### src/rtl/spi_rate_pkg.sv
package spi_rate_pkg;

  typedef enum logic [1:0] {
    ST_IDLE   = 2'd0,
    ST_DIVIDE = 2'd1,
    ST_SCAN   = 2'd2
  } solver_state_t;

endpackage

### src/rtl/spi_rate_divu.sv
module spi_rate_divu #(
  parameter int W = 32
) (
  input  logic         clk,
  input  logic         rst_n,
  input  logic         start,
  input  logic [W-1:0] num,
  input  logic [W-1:0] den,
  output logic         done,
  output logic [W-1:0] quo
);
  localparam int CW = $clog2(W + 1);

  logic [W-1:0]  rem_q;
  logic [W-1:0]  quo_q;
  logic [CW-1:0] cnt_q;
  logic          run_q;
  logic          done_q;
  logic [W:0]    shifted;
  logic [W+1:0]  diff;
  logic          borrow;

  always_comb begin
    shifted = {rem_q, quo_q[W-1]};
    diff    = {1'b0, shifted} - {2'b00, den};
    borrow  = diff[W+1];
  end

  always_ff @(posedge clk) begin
    if (!rst_n) begin
      rem_q  <= '0;
      quo_q  <= '0;
      cnt_q  <= '0;
      run_q  <= 1'b0;
      done_q <= 1'b0;
    end else begin
      done_q <= 1'b0;
      if (start) begin
        rem_q <= '0;
        quo_q <= num;
        cnt_q <= CW'(W);
        run_q <= 1'b1;
      end else if (run_q) begin
        if (borrow) begin
          rem_q <= shifted[W-1:0];
          quo_q <= {quo_q[W-2:0], 1'b0};
        end else begin
          rem_q <= diff[W-1:0];
          quo_q <= {quo_q[W-2:0], 1'b1};
        end
        cnt_q <= cnt_q - CW'(1);
        if (cnt_q == CW'(1)) begin
          run_q  <= 1'b0;
          done_q <= 1'b1;
        end
      end
    end
  end

  assign done = done_q;
  assign quo  = quo_q;
endmodule

### src/rtl/spi_rate_stage.sv
module spi_rate_stage #(
  parameter int W       = 32,
  parameter int STAGES  = 4,
  parameter int BRG_MIN = 4,
  parameter int BRG_MAX = 63
) (
  input  logic [W-1:0]                     base,
  input  logic [$clog2(STAGES)-1:0]        stage,
  output logic                             too_fast,
  output logic                             fits,
  output logic [$clog2(BRG_MAX+1)-1:0]     brg_code
);
  localparam int BRG_W = $clog2(BRG_MAX + 1);

  logic [W-1:0] q_arr [STAGES];
  logic [W-1:0] q_sel;
  logic [W-1:0] q_m1;

  for (genvar g = 0; g < STAGES; g++) begin : g_shift
    assign q_arr[g] = base >> (g + 2);
  end

  always_comb begin
    q_sel    = q_arr[stage];
    q_m1     = q_sel - W'(1);
    too_fast = q_sel < W'(BRG_MIN + 1);
    fits     = q_sel <= W'(BRG_MAX + 1);
    brg_code = too_fast ? BRG_W'(BRG_MIN) : q_m1[BRG_W-1:0];
  end
endmodule

### src/rtl/spi_rate_solver.sv
module spi_rate_solver
  import spi_rate_pkg::*;
#(
  parameter int W       = 32,
  parameter int STAGES  = 4,
  parameter int BRG_MIN = 4,
  parameter int BRG_MAX = 63
) (
  input  logic                                              clk,
  input  logic                                              rst_n,
  input  logic                                              req_valid,
  output logic                                              req_ready,
  input  logic [W-1:0]                                      mainclk,
  input  logic [W-1:0]                                      speed,
  output logic                                              busy,
  output logic                                              done,
  output logic [$clog2(STAGES)+$clog2(BRG_MAX+1)-1:0]       cfg,
  output logic                                              clamp_high,
  output logic                                              clamp_low,
  output logic                                              err
);
  localparam int SW    = $clog2(STAGES);
  localparam int BRG_W = $clog2(BRG_MAX + 1);
  localparam int CFG_W = SW + BRG_W;

  solver_state_t state_q;
  logic [W-1:0]     m_q, s_q;
  logic [SW-1:0]    stage_q;
  logic             div_start_q;
  logic [CFG_W-1:0] cfg_q;
  logic             ch_q, cl_q, err_q, done_q;
  logic             div_done;
  logic [W-1:0]     base;
  logic             too_fast, fits;
  logic [BRG_W-1:0] brg_code;
  logic             accept;

  assign req_ready = (state_q == ST_IDLE);
  assign accept    = req_valid && req_ready;

  spi_rate_divu #(.W(W)) u_div (
    .clk   (clk),
    .rst_n (rst_n),
    .start (div_start_q),
    .num   (m_q),
    .den   (s_q),
    .done  (div_done),
    .quo   (base)
  );

  spi_rate_stage #(.W(W), .STAGES(STAGES), .BRG_MIN(BRG_MIN), .BRG_MAX(BRG_MAX)) u_stage (
    .base     (base),
    .stage    (stage_q),
    .too_fast (too_fast),
    .fits     (fits),
    .brg_code (brg_code)
  );

  always_ff @(posedge clk) begin
    if (!rst_n) begin
      state_q     <= ST_IDLE;
      m_q         <= '0;
      s_q         <= '0;
      stage_q     <= '0;
      div_start_q <= 1'b0;
      cfg_q       <= '0;
      ch_q        <= 1'b0;
      cl_q        <= 1'b0;
      err_q       <= 1'b0;
      done_q      <= 1'b0;
    end else begin
      done_q      <= 1'b0;
      div_start_q <= 1'b0;
      unique case (state_q)
        ST_IDLE: begin
          if (accept) begin
            if (speed == '0) begin
              cfg_q  <= '0;
              ch_q   <= 1'b0;
              cl_q   <= 1'b0;
              err_q  <= 1'b1;
              done_q <= 1'b1;
            end else begin
              m_q         <= mainclk;
              s_q         <= speed;
              div_start_q <= 1'b1;
              state_q     <= ST_DIVIDE;
            end
          end
        end
        ST_DIVIDE: begin
          if (div_done) begin
            stage_q <= '0;
            state_q <= ST_SCAN;
          end
        end
        ST_SCAN: begin
          if (too_fast || fits) begin
            cfg_q   <= {stage_q, brg_code};
            ch_q    <= too_fast;
            cl_q    <= 1'b0;
            err_q   <= 1'b0;
            done_q  <= 1'b1;
            state_q <= ST_IDLE;
          end else if (stage_q == SW'(STAGES - 1)) begin
            cfg_q   <= {SW'(STAGES - 1), BRG_W'(BRG_MAX)};
            ch_q    <= 1'b0;
            cl_q    <= 1'b1;
            err_q   <= 1'b0;
            done_q  <= 1'b1;
            state_q <= ST_IDLE;
          end else begin
            stage_q <= stage_q + SW'(1);
          end
        end
        default: state_q <= ST_IDLE;
      endcase
    end
  end

  assign busy       = (state_q != ST_IDLE);
  assign done       = done_q;
  assign cfg        = cfg_q;
  assign clamp_high = ch_q;
  assign clamp_low  = cl_q;
  assign err        = err_q;
endmodule

### config.mk
export PLATFORM = sky130hd
export DESIGN_NAME = spi_rate_solver
export DESIGN_NICKNAME = d
export VERILOG_FILES = /design/src/rtl/spi_rate_pkg.sv /design/src/rtl/spi_rate_divu.sv /design/src/rtl/spi_rate_stage.sv /design/src/rtl/spi_rate_solver.sv
export SDC_FILE = /design/constraint.sdc
export NUM_CORES = 1
export LEC_CHECK = 0
export BUFFER_PORTS_ARGS = -buffer_cell sky130_fd_sc_hd__buf_2
export CAP_MARGIN = 20
export CELL_PAD_IN_SITES_DETAIL_PLACEMENT = 0
export CELL_PAD_IN_SITES_GLOBAL_PLACEMENT = 1
export CORE_MARGIN = 4
export CORE_UTILIZATION = 45
export DETAILED_ROUTE_END_ITERATION = 10
export HOLD_SLACK_MARGIN = 0.03
export PLACE_DENSITY = 0.91
export SLEW_MARGIN = 10
export SYNTH_ARGS = -nofsm -noshare
export SYNTH_HDL_FRONTEND = slang
export SYNTH_HIERARCHICAL = 1
export SYNTH_SLANG_ARGS = --single-unit
### constraint.sdc
create_clock -name clk -period 3.6 [get_ports clk]
set_clock_uncertainty 0.1 [all_clocks]
set_input_delay 0.18 -clock clk [delete_from_list [all_inputs] [get_ports clk]]
set_output_delay 0.18 -clock clk [all_outputs]
set_load 0.05 [all_outputs]
==> run summary <==
STA classifies the critical path startpoint as a register. The worst setup path is captured at a register. Summing every instance area after synthesis gives 9040 um^2. The most used flip-flop cell after synthesis was dfxtp_1. The tightest min-delay check is of the in -> reg type. The die width was 150 um; the number of endpoints with negative hold slack in the final report was 0. Synthesis produced a netlist whose cell count is 1,109. In this run, synthesis produced a sequential element count of 153. Iteration count of the initial detailed-routing pass: 5.

Before CTS, the worst setup slack after placement is 0.414 ns. The number of global-route vias before repair is 7,548. The share of total power dissipated in combinational logic is 27.2%. For this run, the number of Yosys warnings is 6.

The most common cell in the synthesized netlist is nand2_1. TritonCTS built the clock tree. Across all setup checks in the final design, the least slack found is 0.404 ns. Ranked by total cell area, the synthesized netlist is headed by dfxtp_1 34%, mux2i_1 13%, nand2_1 8.6%, ha_1 5.1%, o21ai_0 4.3%. Sequential cells burn 37.0% of the power. Clock-pin slew was measured on the worst setup and hold paths at 0.07 ns.

The maximum root-to-sink buffer count was 2. Walking the worst path, the cells encountered are mux2_2, a21oi_1, ha_1, or2_0, and4b_1, nor3_1, o21ai_1, a31oi_2, a211o_1. The initial core utilization was 46.1%. Cells with a size suffix above 1 make up 12.8% of the layout. The tool flagged a number of max-cap violations equal to 0. Counting distinct cell types in the post-synthesis netlist gives 71.

Net switching is 32.7% of the power. The logs give 0 for the number of antenna violations at the first check in global routing and 3.47 ns for the signal arrival time at the worst endpoint. The layout-stage area growth over the synthesis result came out at 20.5%. The run gives 0.905 as the global placer's final weighted congestion. The slowest stage of the critical path belongs to the cell dfxtp_1. Proportion of netlist area held by the largest area contributor: 33.9%. For this design the total switching power over the nets is 1.63 mW. In this run the remaining antenna-violating nets after routing total 0. Clock tree synthesis inserted a total of 17 buffers. The repair_antennas step left the layout with diodes totalling 0.

Detail-routed net length per standard cell: 14.3 um. The pin count of the biggest net entering global routing is 181. Summing the sequential cell areas from Yosys gives 33.9% of the chip area. Counting both buffers and inverters, the worst setup path holds a total of 0. 81 I/O pins were placed. Per report_power, the clock group accounts for 35.8% of the total.

The average cell area after synthesis is 8.15 um^2, and the overflow left after global routing is 0. Category of the most critical setup path: reg -> reg. For this block, the initial DRC count from the detailed router was 456.

The floorplan step defined a die boundary enclosing 22,400 um^2. The detail-routed via count per cell is 5.31. dfxtp_1 takes more of the synthesized area than any other cell. The slew at the pin closest to its max-slew limit was 0.677 ns; the total setup buffers inserted after CTS was 0. Power spread over the standard cell area amounts to 458 nW/um^2.

Of all nets on the critical path, the largest fanout is 14. In the final timing run, aggregate negative setup slack is 0 ns. The first-pass GRT wire length was 35,700 um.

Net count of the mapped netlist: 1,214. Cell internal power was estimated by the tool at 3.35 mW. The net total in the final layout came out at 1,333. Summing over every cut layer, the via total after detailed routing is 7,996.

The tools report the cell at the root of the clock tree as clkbuf_16. CTS saw 153 sinks. Setup repair after global routing left no endpoint under its margin. The time the final worst path needs with I/O delays and setup is 3.20 ns, and the critical path data required time is 3.87 ns. The async set-reset flop share out of synthesis was 0%. The deepest level of the CTS H-tree was 4. For the normalized max-slew margin, the log shows 54.5%. The number of input and output port buffers inserted works out to 80.

For the number of remaining DRC errors, the log shows 0. In this design, the stage delay of the slowest critical-path cell is 0.70 ns. The family of cells with the greatest summed delay on the critical path is compound AO/OA/AOI/OAI gates.

After detailed routing, the total wire length is 21,600 um. For this design the static power due to leakage is 4.63 nW. The run finished with clean final reports. The number of fill cells came out at 1,800.

The floorplan has 51 rows. Sorting the synthesized cells by how often they occur yields 206 x nand2_1, 153 x dfxtp_1, 113 x mux2i_1. Clock latency on the worst-skew pair, taken at its later pin, is 0.42 ns. In this run the vertical extent of the chip is 150 um. For the placed wire-length estimate, the log shows 14,700 um.

The worst-case IR drop observed on VDD is 372 uV. The floorplan step defined a core boundary enclosing 19,600 um^2. The number of flops mapped to enable cells by yosys came out at 0. For this run, the total global-route usage over all layers was measured as 19.2%. The max-slew violation total from the final report is 0. The final setup violation count was 0; the share of the clock period used by the worst path was 88.8%.

Based on the critical path, the design can be clocked at up to 313 MHz.
-- kinds of logic (layout without fill, tap and decap cells) --
| logic type | after synthesis | after routing | synth area share (%) |
|---|---|---|---|
| adder cells (fa/ha/maj) | 38 | 38 | 5.34 |
| multiplexers | 124 | 124 | 14.7 |
| XOR/XNOR | 32 | 32 | 3.10 |
| AND/OR/NAND/NOR | 407 | 407 | 20.9 |
| AO/OA/AOI/OAI | 241 | 241 | 16.5 |
| buffers and inverters | 114 | 246 | 5.58 |
| flip-flops | 153 | 153 | 33.9 |
-- power by group through the flow --
| stage | Clock (mW) | Sequential, mW | Combinational, mW |
|---|---|---|---|
| floorplan | 0 | 1.86 | 1.01 |
| global placement | 0 | 1.88 | 1.28 |
| detailed placement | 0 | 1.88 | 1.28 |
| CTS | 1.82 | 1.84 | 1.34 |
| global route | 1.89 | 1.86 | 1.50 |
| finish | 1.78 | 1.84 | 1.36 |
-- final cells by class --
cell class,count,area [um^2],share of cell area [%]
multi-input cells,842,5490,50.4
flip-flops and latches,153,3070,28.2
repair buffers,165,1240,11.4
clock inverters,14,149,1.37
well taps,265,332,3.05
clock buffers,18,429,3.94
inverters,49,184,1.69
-- metrics by stage --
stage / hold slack, ns / std cells / power (mW) / area, um^2 / utilization, %
CTS: 0.135 / 1505 / 5.01 / 10900 / 55.4
floorplan: 0.202 / 1109 / 2.87 / 9040 / -
global placement: 0.327 / 1408 / 3.16 / 9630 / 49.2
detailed placement: 0.333 / 1408 / 3.16 / 9630 / 49.2
global route: 0.180 / 1506 / 5.25 / 10900 / 55.6
finish: 0.149 / 1506 / 4.98 / 10900 / 55.6
-- repair_timing --
| item | in CTS | in global routing |
|---|---|---|
| endpoints found under the hold margin | 65 | 0 |
| resized for setup | 0 | 0 |
| hold buffers | 65 | 0 |
-- metal layers --
layer	share of wire, %	track usage [%]
met1	46	24.2
met2	49	33.3
met3	3.3	4.03
met4	2.3	5.72
met5	0	0
-- state kept, by name (all words and copies together), names as in the netlist, 2 cells and up --
register,flops
u_div/quo,32
cfg,8
stage_q,2
m_q,32
state_q,2
u_div/rem_q,32
u_div/cnt_q,6
s_q,32
-- path summary, 6_finish.rpt --
check	from	endpoint	slack, ns	cells after the start
hold / removal	rst_n	u_div/rem_q[23]	0.15	4
hold reg to reg	s_q[31]	s_q[31]	0.35	2
setup reg to reg	stage_q[0]	cfg[2]	0.40	9
setup / recovery	stage_q[0]	cfg[2]	0.40	9
-- tightest hold or removal path, cell delays in order --
cell	delay [ns]
buf_4	0.14
nor2b_1	0.18
o21ai_0	0.08
a21oi_1	0.04
-- cell usage in the layout, fill, tap and decap left out, types with 8 or more instances in the layout --
| cell type | count |
|---|---|
| nand2_1 | 206 |
| dfxtp_1 | 151 |
| mux2i_1 | 113 |
| buf_2 | 79 |
| o21ai_0 | 77 |
| dlygate4sd3_1 | 65 |
| a21oi_1 | 64 |
| nor2_1 | 60 |
| inv_1 | 49 |
| ha_1 | 37 |
| and2_1 | 36 |
| xnor2_1 | 21 |
| buf_4 | 19 |
| a211oi_1 | 19 |
| clkbuf_16 | 17 |
| nor4_1 | 16 |
| nor3_1 | 16 |
| a31oi_1 | 16 |
| nand3_1 | 13 |
| nor2b_1 | 12 |
| and3_1 | 12 |
| xor2_1 | 11 |
| a21o_1 | 9 |
| a211o_1 | 9 |
| o21bai_1 | 8 |
Power figures use the tool's default switching activity.
